## src/rtl/i2c_trig_pkg.sv

```systemverilog
package i2c_trig_pkg;
  localparam int unsigned BYTE_W = 8;
  localparam int unsigned ADDR_W = 7;

  typedef enum logic {
    MODE_PATTERN = 1'b0,
    MODE_RANGE   = 1'b1
  } match_mode_e;

  function automatic logic addr_hit(input logic [ADDR_W-1:0] rx,
                                    input logic [ADDR_W-1:0] pat,
                                    input logic [ADDR_W-1:0] care);
    return ((rx ^ pat) & care) == '0;
  endfunction
endpackage

```

## src/rtl/i2c_line_sync.sv

```systemverilog
module i2c_line_sync #(
  parameter int unsigned STAGES = 2
) (
  input  logic clk,
  input  logic rst_n,
  input  logic scl_i,
  input  logic sda_i,
  output logic scl_rise,
  output logic start_ev,
  output logic stop_ev,
  output logic sda_s
);
  localparam int unsigned CHAIN = STAGES + 1;

  logic [CHAIN-1:0] scl_ch;
  logic [CHAIN-1:0] sda_ch;

  always_ff @(posedge clk or negedge rst_n) begin
    if (!rst_n) begin
      scl_ch <= '1;
      sda_ch <= '1;
    end else begin
      scl_ch <= {scl_ch[CHAIN-2:0], scl_i};
      sda_ch <= {sda_ch[CHAIN-2:0], sda_i};
    end
  end

  logic scl_now, scl_old, sda_now, sda_old;
  assign scl_now  = scl_ch[CHAIN-2];
  assign scl_old  = scl_ch[CHAIN-1];
  assign sda_now  = sda_ch[CHAIN-2];
  assign sda_old  = sda_ch[CHAIN-1];

  assign sda_s    = sda_now;
  assign scl_rise = scl_now & ~scl_old;
  assign start_ev = scl_now & scl_old & sda_old & ~sda_now;
  assign stop_ev  = scl_now & scl_old & ~sda_old & sda_now;

  // a START and a STOP can never be seen in the same cycle
  assert_no_start_stop_clash_R7: assert property (@(posedge clk) disable iff (!rst_n)
    !(start_ev && stop_ev));
endmodule

```

## src/rtl/i2c_frame_decoder.sv

```systemverilog
module i2c_frame_decoder
  import i2c_trig_pkg::*;
(
  input  logic              clk,
  input  logic              rst_n,
  input  logic              scl_rise,
  input  logic              start_ev,
  input  logic              stop_ev,
  input  logic              sda_s,
  output logic              byte_ev,
  output logic              byte_is_addr,
  output logic [BYTE_W-1:0] byte_val
);
  localparam int unsigned CNT_W = $clog2(BYTE_W + 1);
  localparam logic [CNT_W-1:0] ACK_SLOT = CNT_W'(BYTE_W);

  logic              in_frame;
  logic              first_q;
  logic [CNT_W-1:0]  bit_cnt;
  logic [BYTE_W-1:0] shreg;

  always_ff @(posedge clk or negedge rst_n) begin
    if (!rst_n) begin
      in_frame <= 1'b0;
      first_q  <= 1'b0;
      bit_cnt  <= '0;
      shreg    <= '0;
    end else if (start_ev) begin
      in_frame <= 1'b1;
      first_q  <= 1'b1;
      bit_cnt  <= '0;
    end else if (stop_ev) begin
      in_frame <= 1'b0;
    end else if (scl_rise && in_frame) begin
      if (bit_cnt == ACK_SLOT) begin
        bit_cnt <= '0;
        first_q <= 1'b0;
      end else begin
        shreg   <= {shreg[BYTE_W-2:0], sda_s};
        bit_cnt <= bit_cnt + 1'b1;
      end
    end
  end

  assign byte_ev      = scl_rise && in_frame && (bit_cnt == ACK_SLOT) && !start_ev && !stop_ev;
  assign byte_is_addr = first_q;
  assign byte_val     = shreg;

  // bit position never runs past the acknowledge slot
  assert_bitcnt_bounded_R8: assert property (@(posedge clk) disable iff (!rst_n)
    bit_cnt <= ACK_SLOT);
  // a START puts the decoder back on the address byte
  assert_start_rewinds_R7: assert property (@(posedge clk) disable iff (!rst_n)
    start_ev |=> (bit_cnt == '0) && first_q);
endmodule

```

## src/rtl/i2c_byte_matcher.sv

```systemverilog
module i2c_byte_matcher
  import i2c_trig_pkg::*;
(
  input  logic              mode,
  input  logic [BYTE_W-1:0] rx,
  input  logic [BYTE_W-1:0] pat,
  input  logic [BYTE_W-1:0] care,
  input  logic [BYTE_W-1:0] lo,
  input  logic [BYTE_W-1:0] hi,
  output logic              hit
);
  logic pat_hit, rng_hit;

  assign pat_hit = ((rx ^ pat) & care) == '0;
  assign rng_hit = (rx >= lo) && (rx <= hi);

  always_comb begin
    unique case (match_mode_e'(mode))
      MODE_RANGE: hit = rng_hit;
      default:    hit = pat_hit;
    endcase
  end
endmodule

```

## src/rtl/i2c_subaddr_trigger.sv

```systemverilog
module i2c_subaddr_trigger
  import i2c_trig_pkg::*;
#(
  parameter int unsigned IDX_W       = 4,
  parameter int unsigned SYNC_STAGES = 2
) (
  input  logic             clk,
  input  logic             rst_n,
  input  logic             scl_i,
  input  logic             sda_i,
  input  logic [6:0]       cfg_addr_pat,
  input  logic [6:0]       cfg_addr_care,
  input  logic             cfg_dir,
  input  logic [IDX_W-1:0] cfg_byte_idx,
  input  logic             cfg_mode,
  input  logic [7:0]       cfg_data_pat,
  input  logic [7:0]       cfg_data_care,
  input  logic [7:0]       cfg_lo,
  input  logic [7:0]       cfg_hi,
  output logic             trig_o
);
  localparam logic [IDX_W-1:0] IDX_MAX = '1;

  logic scl_rise, start_ev, stop_ev, sda_s;
  logic byte_ev, byte_is_addr;
  logic [BYTE_W-1:0] byte_val;
  logic data_hit;

  i2c_line_sync #(.STAGES(SYNC_STAGES)) u_sync (
    .clk(clk), .rst_n(rst_n), .scl_i(scl_i), .sda_i(sda_i),
    .scl_rise(scl_rise), .start_ev(start_ev), .stop_ev(stop_ev), .sda_s(sda_s)
  );

  i2c_frame_decoder u_dec (
    .clk(clk), .rst_n(rst_n), .scl_rise(scl_rise), .start_ev(start_ev),
    .stop_ev(stop_ev), .sda_s(sda_s), .byte_ev(byte_ev),
    .byte_is_addr(byte_is_addr), .byte_val(byte_val)
  );

  i2c_byte_matcher u_match (
    .mode(cfg_mode), .rx(byte_val), .pat(cfg_data_pat), .care(cfg_data_care),
    .lo(cfg_lo), .hi(cfg_hi), .hit(data_hit)
  );

  logic             live;
  logic [IDX_W-1:0] pos;
  logic             addr_ok;

  assign addr_ok = addr_hit(byte_val[7:1], cfg_addr_pat, cfg_addr_care) &&
                   (byte_val[0] == cfg_dir);

  always_ff @(posedge clk or negedge rst_n) begin
    if (!rst_n) begin
      live   <= 1'b0;
      pos    <= '0;
      trig_o <= 1'b0;
    end else begin
      trig_o <= 1'b0;
      if (start_ev) begin
        live <= 1'b1;
        pos  <= '0;
      end else if (stop_ev) begin
        live <= 1'b0;
      end else if (byte_ev && live) begin
        if (byte_is_addr) begin
          live <= addr_ok;
        end else if (pos == cfg_byte_idx) begin
          trig_o <= data_hit;
          live   <= 1'b0;
        end else if (pos != IDX_MAX) begin
          pos <= pos + 1'b1;
        end
      end
    end
  end

  // the trigger is a single-cycle pulse
  assert_single_pulse_R8: assert property (@(posedge clk) disable iff (!rst_n)
    trig_o |=> !trig_o);
  // a pulse only follows an acknowledge clock
  assert_on_ack_R8: assert property (@(posedge clk) disable iff (!rst_n)
    trig_o |-> $past(byte_ev));
  // every START clears the byte position
  assert_pos_cleared_R7: assert property (@(posedge clk) disable iff (!rst_n)
    start_ev |=> (pos == '0));
  // an idle bus cannot fire
  assert_idle_quiet_R1: assert property (@(posedge clk) disable iff (!rst_n)
    !live |=> !trig_o);
endmodule

```

## config.mk

```make
export PLATFORM = sky130hd
export DESIGN_NAME = i2c_subaddr_trigger
export DESIGN_NICKNAME = d
export VERILOG_FILES = /design/src/rtl/i2c_trig_pkg.sv /design/src/rtl/i2c_line_sync.sv /design/src/rtl/i2c_frame_decoder.sv /design/src/rtl/i2c_byte_matcher.sv /design/src/rtl/i2c_subaddr_trigger.sv
export SDC_FILE = /design/constraint.sdc
export NUM_CORES = 1
export LEC_CHECK = 0
export ABC_AREA = 0
export BUFFER_PORTS_ARGS = -buffer_cell sky130_fd_sc_hd__buf_2
export CAP_MARGIN = 10
export CORE_UTILIZATION = 45
export DETAILED_ROUTE_END_ITERATION = 10
export PLACE_DENSITY = 0.75
export SYNTH_ARGS = -nofsm -noshare
export SYNTH_HDL_FRONTEND = slang
export SYNTH_SLANG_ARGS = --single-unit
```

## constraint.sdc

```tcl
create_clock -name clk -period 2.7 [get_ports clk]
set_clock_uncertainty 0.2 [all_clocks]
set_input_delay 0.135 -clock clk [delete_from_list [all_inputs] [get_ports clk]]
set_output_delay 0.135 -clock clk [all_outputs]
set_load 0.02 [all_outputs]
```

Yosys cells after proc, flatten, opt, wreduce, memory -nomap -nowiden --
Index checks and enable logic that the tools add are counted.
Word-level totals: bits in writable memories 0, register bits after elaboration 26, latch bits 0, input port bits 56, output and inout bits 1, word-level logic and storage cells 86, bits in read-only memories 0, memories kept 0
Operators by class: bitwise logic cells 16, eq/ne operators 7, reductions and logical operators 23, order comparisons 2, mux-type cells 27, shift-type cells 0, $add $sub $neg 2, div/mod/pow operators 0, multiply operators 0
Operators with widths (number):
- $mux W4 | 10
- $mux W1 | 17
- $reduce_bool A2 Y1 | 5
- $add A4 B1 Y4 const B | 2
- $and A8 B8 Y8 | 1
- $ge A8 B8 Y1 | 1
- $le A8 B8 Y1 | 1
- $logic_not A8 Y1 | 1
- $xor A8 B8 Y8 | 1
- $and A7 B7 Y7 | 1
- $logic_and A1 B1 Y1 | 7
- $logic_not A7 Y1 | 1
- $xor A7 B7 Y7 | 1
- $and A1 B1 Y1 | 6
- $ne A2 B1 Y1 const B | 3
- $not A1 Y1 | 6
- $reduce_and A5 Y1 | 1
- $eq A4 B4 Y1 | 1
- $eq A4 B4 Y1 const B | 1
- $ne A4 B4 Y1 const B | 1
- $reduce_and A2 Y1 | 2
- $reduce_and A4 Y1 | 1
- $reduce_bool A4 Y1 | 1
- $reduce_and A3 Y1 | 1
- other kinds (3) | 4

Depth between registers and ports, before layout --
Gate-level depths: netlist of the first run.
depth in word-level cells 10, mapped depth 8, mapped depth without buffers 7

Cells and area by module --
Synthesis of the first run repeated with hierarchy kept, for this count alone.
Second synthesis, totals: cells, all modules 176, area, all modules 1826.8 um^2
By module, submodules not included:
- i2c_frame_decoder | area each 658.1 um^2, cells each 51, times used 1, sequential area each 350.3 um^2
- i2c_byte_matcher | area each 511.7 um^2, cells each 67, times used 1, sequential area each 0.0 um^2
- i2c_subaddr_trigger | area each 473.0 um^2, cells each 49, times used 1, sequential area each 150.1 um^2
- i2c_line_sync | area each 183.9 um^2, cells each 9, times used 1, sequential area each 157.7 um^2

Worst setup path after synthesis of the first run --
Ideal clock, no wire load.
kind register -> register, start point reg u_sync.scl_ch[1], end point reg pos[3], stages on the path, launching flop included 8, slack 0.201 ns, arrival time 2.221 ns, clock period less this slack 2.499 ns, setup time 0.078 ns, cell sequence dfstp_2 and3b_1 buf_6 or3b_1 or4_1 clkbuf_2 or3_1 a21boi_1
Between the ends: longest elaborated chain between the ends 9, elaborated cells between the ends (all ways) 20
RTL lines:
- from (decl) | RTL line i2c_line_sync.sv:15 | logic [CHAIN-1:0] scl_ch;
- from (signal assigned) | RTL line i2c_line_sync.sv:23 | scl_ch <= {scl_ch[CHAIN-2:0], scl_i};
- $and A1 B1 Y1 | RTL line i2c_line_sync.sv:36, i2c_line_sync.sv:37
- $and A1 B1 Y1 (2 in a row) | RTL line i2c_line_sync.sv:36 | assign start_ev = scl_now & scl_old & sda_old & ~sda_now;
- $logic_not A1 Y1 | RTL line i2c_frame_decoder.sv:45 | assign byte_ev = scl_rise && in_frame && (bit_cnt == ACK_SLOT) && !start_ev && !stop_ev;
- $logic_and A1 B1 Y1 (2 in a row) | RTL line i2c_frame_decoder.sv:45
- $logic_and A1 B1 Y1 | RTL line i2c_subaddr_trigger.sv:64 | end else if (byte_ev && live) begin
- $reduce_bool A2 Y1 (no source line)
- $reduce_and A5 Y1 (no source line)
- to (signal assigned) | RTL line i2c_subaddr_trigger.sv:71 | pos <= pos + 1'b1;
- to (decl) | RTL line i2c_subaddr_trigger.sv:46 | logic [IDX_W-1:0] pos;
Parallel ways exist; a longest one is shown, timed or not. A chain may end at the register's enable or synchronous reset.

Final worst setup path of the first run --
start point reg u_dec.bit_cnt[0], end point reg pos[3]
Between the ends: longest elaborated chain between the ends 7
RTL lines:
- from (decl) | RTL line i2c_frame_decoder.sv:19 | logic [CNT_W-1:0] bit_cnt;
- from (signal assigned) | RTL line i2c_frame_decoder.sv:40 | bit_cnt <= bit_cnt + 1'b1;
- $eq A4 B4 Y1 | RTL line i2c_frame_decoder.sv:45
- $logic_and A1 B1 Y1 (3 in a row) | RTL line i2c_frame_decoder.sv:45
- $logic_and A1 B1 Y1 | RTL line i2c_subaddr_trigger.sv:64
- $reduce_bool A2 Y1 (no source line)
- $reduce_and A5 Y1 (no source line)
Every way passes these cells.

==> summary.md, run 1 <==
| Metric | Value |
|---|---|
| Outcome | `finished clean` |
| Cell Pwr Density | `481 nW/µm²` |
| Final cell count without fillers | `289` |
| Yosys cell types | `39` |
| Drt drc | `0` |
| Period utilisation layout | `93.4%` |
| Clk pin slew, worst setup/hold paths | `0.09 ns` |
| Critical Path Max Stage Delay | `0.60 ns` |
| Max-slew violation count | `0` |
| Setup repair after global routing missed its margin | `no` |
| Nature of the critical path endpoint | `flop` |
| Fraction of final layout cells sized beyond drive strength 1 | `31.1%` |
| Total overflow reported by the global router | `0` |
| Element type at the critical path start | `flop` |
| Depth of the worst register-to-register path | `7` |
| Sequential cell area fraction in the yosys report | `38.2%` |
| Syn avg cell area | `9.78 µm²` |
| RD Place Congestion | `0.772` |
| Maximum achievable frequency | `396 MHz` |
| YS warnings | `0` |
| Predominant post-synthesis flop cell | `sky130_fd_sc_hd__dfrtp_1` |
| DP Cell Count | `279` |
| Internal reg-to-reg setup slack | `0.18 ns` |
| DIE AREA | `4080 µm²` |
| Number of buffers inserted by post-CTS setup repair | `0` |
| Static Leakage | `1.18 nW` |
| Std cell rows | `22` |
| Antenna violation net count after detailed routing | `0` |
| Total Nets Final | `317` |
| Vias post-DR | `1476` |
| Post-detailed-placement half-perimeter wirelength | `2920 µm` |
| Clock network fraction of total power | `30.0%` |
| Slowest stage cell, crit path | `sky130_fd_sc_hd__or4_1` |
| Max H-tree Level | `1` |
| Hold violation count in the final report | `0` |
| Part of the total power dissipated in combinational logic | `24.2%` |
| Number of iterations in the first detailed-routing pass | `4` |
| Starting density of the core | `47.0%` |
| Global-route wire length before repair | `6330 µm` |
| Share of synthesized flip-flops with an asynchronous set or reset | `100%` |
| Clk Latency, worst-skew pair | `0.27 ns` |
| Die height | `63.9 µm` |
| Clock sink total | `26` |
| Core outline area | `3660 µm²` |
| Max-Cap Viols | `0` |
| Ports | `57` |
| Cell-internal power | `765 µW` |
| Synthesis-to-layout area growth | `26.9%` |
| Number of instances in the synthesized netlist | `176` |
| Number of global-route vias before repair | `1422` |
| Min-delay worst type | `in -> reg` |
| Total Wirelength | `3770 µm` |
| Global router's overall resource usage | `20.3%` |
| Endpoint with the worst hold slack | `trig_o` |
| Post-DR vias/cell | `5.11` |
| Pin count of the biggest net entering global routing | `27` |
| Maximum number of buffers from clock root to sink | `2` |
| Data required time of the worst path | `2.70 ns` |
| Synthesized area | `1720 µm²` |
| Number of buffers inserted during clock tree synthesis | `3` |
| Share of total power in sequential cells | `45.8%` |
| CTS tree | `done` |
| Antenna diode instance count | `0` |
| Highest ir drop seen on vdd | `410 µV` |
| Number of fill cells in the layout | `345` |
| Switching Share | `27.2%` |
| Relative slew slack | `63.5%` |
| Switching power summed over all nets | `286 µW` |
| DRC violation total after the first TritonRoute iteration | `33` |
| CTS root buffer | `sky130_fd_sc_hd__clkbuf_8` |
| Detail-routed net length per standard cell | `13.0 µm` |
| Startpoint of the lowest-slack register-to-register path | `u_dec.bit_cnt[0]` |
| Count of flip-flops with a built-in enable after synthesis | `0` |
| Worst hold path startpoint | `cfg_byte_idx[1]` |
| Clock period minus final worst setup slack | `2.52 ns` |
| Net count of the mapped netlist | `251` |
| Accumulated negative setup slack | `0 ns` |
| Maximum net fanout on the critical path | `8` |
| Number of synthesized register bits | `26` |
| Number of antenna violations at the first check in global routing | `0` |
| Horiz. Die Dim | `63.9 µm` |
| Category of the critical setup timing path | `reg -> reg` |
| Worst endpoint data arrival time | `2.52 ns` |
| Count of final setup violators | `0` |
| Worst-margin pin slew | `0.547 ns` |
| Port bufs | `56` |
| Endpoint of the most critical register-to-register path | `pos[3]` |
| Critical Path, Cell by Cell | `inv_1 > ha_1 > nand3b_1 > or3b_1 > or4_1 > or3_1 > a21boi_1` |
| Hold Path Depth | `5` |
## layout make-up
type,instances,area (µm²),area share (%)
Multi-Input combinational cell,129,976,44.7
Sequential cell,26,658,30.1
Timing Repair Buffer,63,348,15.9
Inverter,19,71.3,3.26
Tap cell,48,60.1,2.75
Clock buffer,3,41.3,1.89
Clock inverter,1,30.0,1.37
## per-stage QoR
step / instance area, µm² / utilization, % / setup WS [ns] / total power [mW] / hold WS (ns)
2_1_floorplan: 1720 / - / 0.201 / 0.632 / -0.361
3_3_place_gp: 2050 / 56.1 / 0.269 / 0.719 / -0.0414
3_5_place_dp: 2050 / 56.1 / 0.198 / 0.732 / -0.0405
4_1_cts: 2180 / 59.7 / 0.184 / 1.06 / 0.120
5_1_grt: 2180 / 59.7 / 0.0553 / 1.12 / 0.132
6_report: 2180 / 59.7 / 0.177 / 1.05 / 0.113
## worst max path at each step
stage | cells after the start | start | end | slack (ns)
5_1_grt | 7 | u_dec.bit_cnt[0] | pos[2] | 0.06
4_1_cts | 7 | u_dec.bit_cnt[0] | pos[3] | 0.18
3_3_place_gp | 7 | u_dec.bit_cnt[0] | pos[3] | 0.27
2_1_floorplan | 7 | u_sync.scl_ch[1] | pos[3] | 0.20
3_5_place_dp | 7 | u_dec.bit_cnt[0] | pos[3] | 0.20
6_report | 7 | u_dec.bit_cnt[0] | pos[3] | 0.18
## critical path: cells and delay by family (launching register included)
kind,cells,cell delay [ns]
compound gates,1,0.14
buf+inv,1,0.08
flops,1,0.43
fa+ha+maj,1,0.14
simple gates,4,1.48
## synth_stat cells (all sizes together) (2+ instances only)
cell type / instances / area share (%)
or3: 2 / 0.73
o21ai: 9 / 2.6
nor2: 11 / 2.4
and4: 2 / 1.0
a21oi: 8 / 2.3
inv: 19 / 4.1
a221oi: 2 / 1.0
a21boi: 2 / 0.87
xnor2: 2 / 1.0
nand2b: 2 / 0.73
mux2: 7 / 4.6
ha: 19 / 14
a211oi: 3 / 1.3
dfrtp: 20 / 29
xor2: 21 / 11
dfstp: 6 / 9.2
nand3: 6 / 1.7
a22o: 3 / 1.5
nand2: 12 / 2.6
## cells in the final DEF, fill, tap and decap left out, types with 2 or more instances in the layout
cell type | synthesis | final
sky130_fd_sc_hd__a21oi_1 | 8 | 8
sky130_fd_sc_hd__a211oi_1 | 3 | 3
sky130_fd_sc_hd__nand2b_1 | 2 | 2
sky130_fd_sc_hd__xnor2_1 | 2 | 2
sky130_fd_sc_hd__buf_2 | 0 | 56
sky130_fd_sc_hd__clkbuf_8 | 0 | 3
sky130_fd_sc_hd__a22o_1 | 3 | 3
sky130_fd_sc_hd__a21boi_1 | 2 | 2
sky130_fd_sc_hd__nor2_1 | 11 | 11
sky130_fd_sc_hd__or3_1 | 2 | 2
sky130_fd_sc_hd__and4_1 | 2 | 2
sky130_fd_sc_hd__dfstp_2 | 6 | 6
sky130_fd_sc_hd__mux2_2 | 7 | 7
sky130_fd_sc_hd__a221oi_1 | 2 | 2
sky130_fd_sc_hd__xor2_1 | 21 | 21
sky130_fd_sc_hd__inv_1 | 19 | 19
sky130_fd_sc_hd__nand3_1 | 6 | 6
sky130_fd_sc_hd__ha_1 | 19 | 19
sky130_fd_sc_hd__o21ai_0 | 9 | 9
sky130_fd_sc_hd__nand2_1 | 12 | 12
sky130_fd_sc_hd__dlygate4sd3_1 | 0 | 6
sky130_fd_sc_hd__dfrtp_1 | 20 | 20
## power by group through the flow
stage / Combinational (mW) / Clock, mW / Sequential, mW
floorplan: 0.159 / 0 / 0.473
global placement: 0.232 / 0 / 0.487
detailed placement: 0.243 / 0 / 0.489
CTS: 0.254 / 0.322 / 0.482
global route: 0.292 / 0.343 / 0.487
finish: 0.255 / 0.315 / 0.481
## metal layers
metal	vias up	track usage, %	wire length, µm
li1	742	-	-
met1	701	25.5	1750
met2	27	35.5	1830
met3	6	4.29	126
met4	0	4.26	65
met5	-	0	0
## sequential cells by signal, summed over array words and instances, names as in the netlist
name	flops
pos	4
u_dec.in_frame	1
u_sync.sda_ch	3
u_dec.byte_val	8
u_dec.byte_is_addr	1
live	1
u_sync.scl_ch	3
u_dec.bit_cnt	4
trig_o	1
## logic make-up after synthesis
| logic type | synth area share [%] |
|---|---|
| buffers and inverters | 5.09 |
| XOR/XNOR | 11.7 |
| adder cells (fa/ha/maj) | 13.8 |
| multiplexers | 4.58 |
| AO/OA/AOI/OAI | 12.4 |
| flip-flops | 38.2 |
| AND/OR/NAND/NOR | 14.2 |
## timing repair
item,4_1_cts,5_1_grt
hold buffers,6,0
resized for setup,0,0
hold endpoints to repair,23,0
No activity file was read; power rests on OpenSTA's default activity.
==> inputs of run 2 (changes only) <==
- CORE_UTILIZATION: 45 -> 50
- PLACE_DENSITY: 0.75 -> 0.79
- clock period: 2.7 -> 3 ns (I/O delays scaled with it)
==> summary.md, run 2 (synthesized netlist as in run 1, its figures left out) <==
| Metric | Value |
|---|---|
| Outcome | `finished clean` |
| Detail-routed net length per standard cell | `13.3 µm` |
| Commonest non-fill, non-tap cells in the layout | `sky130_fd_sc_hd__buf_2 (56), sky130_fd_sc_hd__xor2_1 (21), sky130_fd_sc_hd__dfrtp_1 (20)` |
| Footprint of the flip-flops and latches | `658 µm²` |
| Critical Path Max Stage Delay | `0.60 ns` |
| Static Leakage | `1.16 nW` |
| Area of the multi-input gates | `976 µm²` |
| Setup repair after global routing missed its margin | `no` |
| Fraction of final layout cells sized beyond drive strength 1 | `30.8%` |
| Antenna violation net count after detailed routing | `0` |
| Pin count of the biggest net entering global routing | `27` |
| Slowest stage cell, crit path | `sky130_fd_sc_hd__or4_1` |
| Post-Place Cell Area | `2040 µm²` |
| Clock sink total | `26` |
| Antenna diode instance count | `0` |
| Total Nets Final | `316` |
| Count of final setup violators | `0` |
| # resized after CTS | `0` |
| CTS tree | `done` |
| Horiz. Die Dim | `60.7 µm` |
| Cell class contributing the biggest share of worst-path delay | `simple AND/OR/NAND/NOR gates` |
| Number of iterations in the first detailed-routing pass | `4` |
| Total Wirelength | `3770 µm` |
| Clk pin slew, worst setup/hold paths | `0.13 ns` |
| DIE AREA | `3680 µm²` |
| DRC violation total after the first TritonRoute iteration | `48` |
| Max H-tree Level | `1` |
| Relative slew slack | `61.8%` |
| Period utilisation layout | `90.3%` |
| Number of global-route vias before repair | `1408` |
| Clk Latency, worst-skew pair | `0.32 ns` |
| Most common cell after layout, fill and taps aside | `sky130_fd_sc_hd__buf_2` |
| Number of antenna violations at the first check in global routing | `0` |
| Starting density of the core | `54.6%` |
| Maximum number of buffers from clock root to sink | `2` |
| Number of fill cells in the layout | `279` |
| Synthesis-to-layout area growth | `24.1%` |
| Data required time of the worst path | `3.05 ns` |
| Worst-margin pin slew | `0.573 ns` |
| RD Place Congestion | `0.773` |
| Std cell rows | `20` |
| Worst endpoint data arrival time | `2.76 ns` |
| Critical Path, Cell by Cell | `and3b_1 > or3b_1 > or4_1 > or3_1 > a21boi_1` |
| Worst hold margin | `0.0944 ns` |
| Post-detailed-placement half-perimeter wirelength | `2940 µm` |
| Cell Pwr Density | `390 nW/µm²` |
| Number of buffers and inverters on the critical path | `0` |
| Drt drc | `0` |
| Maximum achievable frequency | `369 MHz` |
| Global router's overall resource usage | `23.3%` |
| Clock period minus final worst setup slack | `2.71 ns` |
| Nature of the critical path endpoint | `flop` |
| Total overflow reported by the global router | `0` |
| Max-Cap Viols | `0` |
| Accumulated negative setup slack | `0 ns` |
| Largest register FFs | `8` |
| Max-slew violation count | `0` |
| Category of the critical setup timing path | `reg -> reg` |
| Number of buffers inserted during clock tree synthesis | `3` |
| Post-DR vias/cell | `5.20` |
| Port bufs | `56` |
| Core outline area | `3150 µm²` |
| Ports | `57` |
| Hold violation count in the final report | `0` |
| Post-route standard cell area excluding fillers | `2140 µm²` |
| Maximum net fanout on the critical path | `8` |
| Die height | `60.7 µm` |
| Element type at the critical path start | `flop` |
| Global-route wire length before repair | `6270 µm` |
| Min-delay worst type | `in -> reg` |
| Highest ir drop seen on vdd | `328 µV` |
| CTS root buffer | `sky130_fd_sc_hd__clkbuf_4` |
| Vias post-DR | `1478` |
run 2: power breakdown:
part           switching, mW  leakage, nW  total (mW)  internal (mW)
Combinational          0.104        0.810       0.226          0.122
Clock                  0.100       0.0210       0.174         0.0742
Sequential            0.0457        0.330       0.433          0.387
Total                  0.249         1.16       0.833          0.583
run 2: through the flow:
| step | util [%] | setup slack, ns | std cells | power, mW |
|---|---|---|---|---|
| floorplan | - | 0.501 | 176 | 0.569 |
| global placement | 64.7 | 0.414 | 274 | 0.646 |
| detailed placement | 64.7 | 0.327 | 274 | 0.654 |
| CTS | 67.8 | 0.302 | 284 | 0.837 |
| global route | 67.8 | 0.161 | 284 | 0.898 |
| finish | 67.8 | 0.291 | 284 | 0.833 |
run 2: what timing repair did:
item                                   in CTS  in global routing
setup endpoints to repair                   0                  0
endpoints found under the hold margin      29                  0
buffers inserted                            0                  0
hold buffers                                6                  0
run 2: routing by layer:
metal	global-route usage, %	vias up	part of all wire, %
met5	0	-	0
met4	2.27	0	0
met3	4.05	0	4.9
met2	41.8	39	50
met1	30.5	695	45
li1	-	744	-
run 2: final cells by class:
class / instances / share of cell area (%)
Clock buffer: 4 / 1.70
Multi-Input combinational cell: 129 / 45.7
Tap cell: 44 / 2.58
Inverter: 19 / 3.34
Timing Repair Buffer: 62 / 15.9
Sequential cell: 26 / 30.8
run 2: worst paths after layout:
check | slack [ns] | end | start | cells after the start
min in group asynchronous | 0.14 | u_dec.bit_cnt[2] | rst_n | 2
worst min-delay path | 0.09 | trig_o | cfg_byte_idx[1] | 5
worst max-delay path | 0.29 | pos[3] | u_sync.scl_ch[1] | 5
max in group asynchronous | 2.09 | u_sync.sda_ch[2] | rst_n | 2
worst min register to register | 0.17 | u_sync.sda_ch[1] | u_sync.sda_ch[0] | 0
worst max register to register | 0.29 | pos[3] | u_sync.scl_ch[1] | 5
run 2: worst reg2reg max path: stages, from the launching register on:
cell	delay, ns
sky130_fd_sc_hd__dfstp_2	0.58
sky130_fd_sc_hd__and3b_1	0.31
sky130_fd_sc_hd__or3b_1	0.39
sky130_fd_sc_hd__or4_1	0.60
sky130_fd_sc_hd__or3_1	0.40
sky130_fd_sc_hd__a21boi_1	0.17
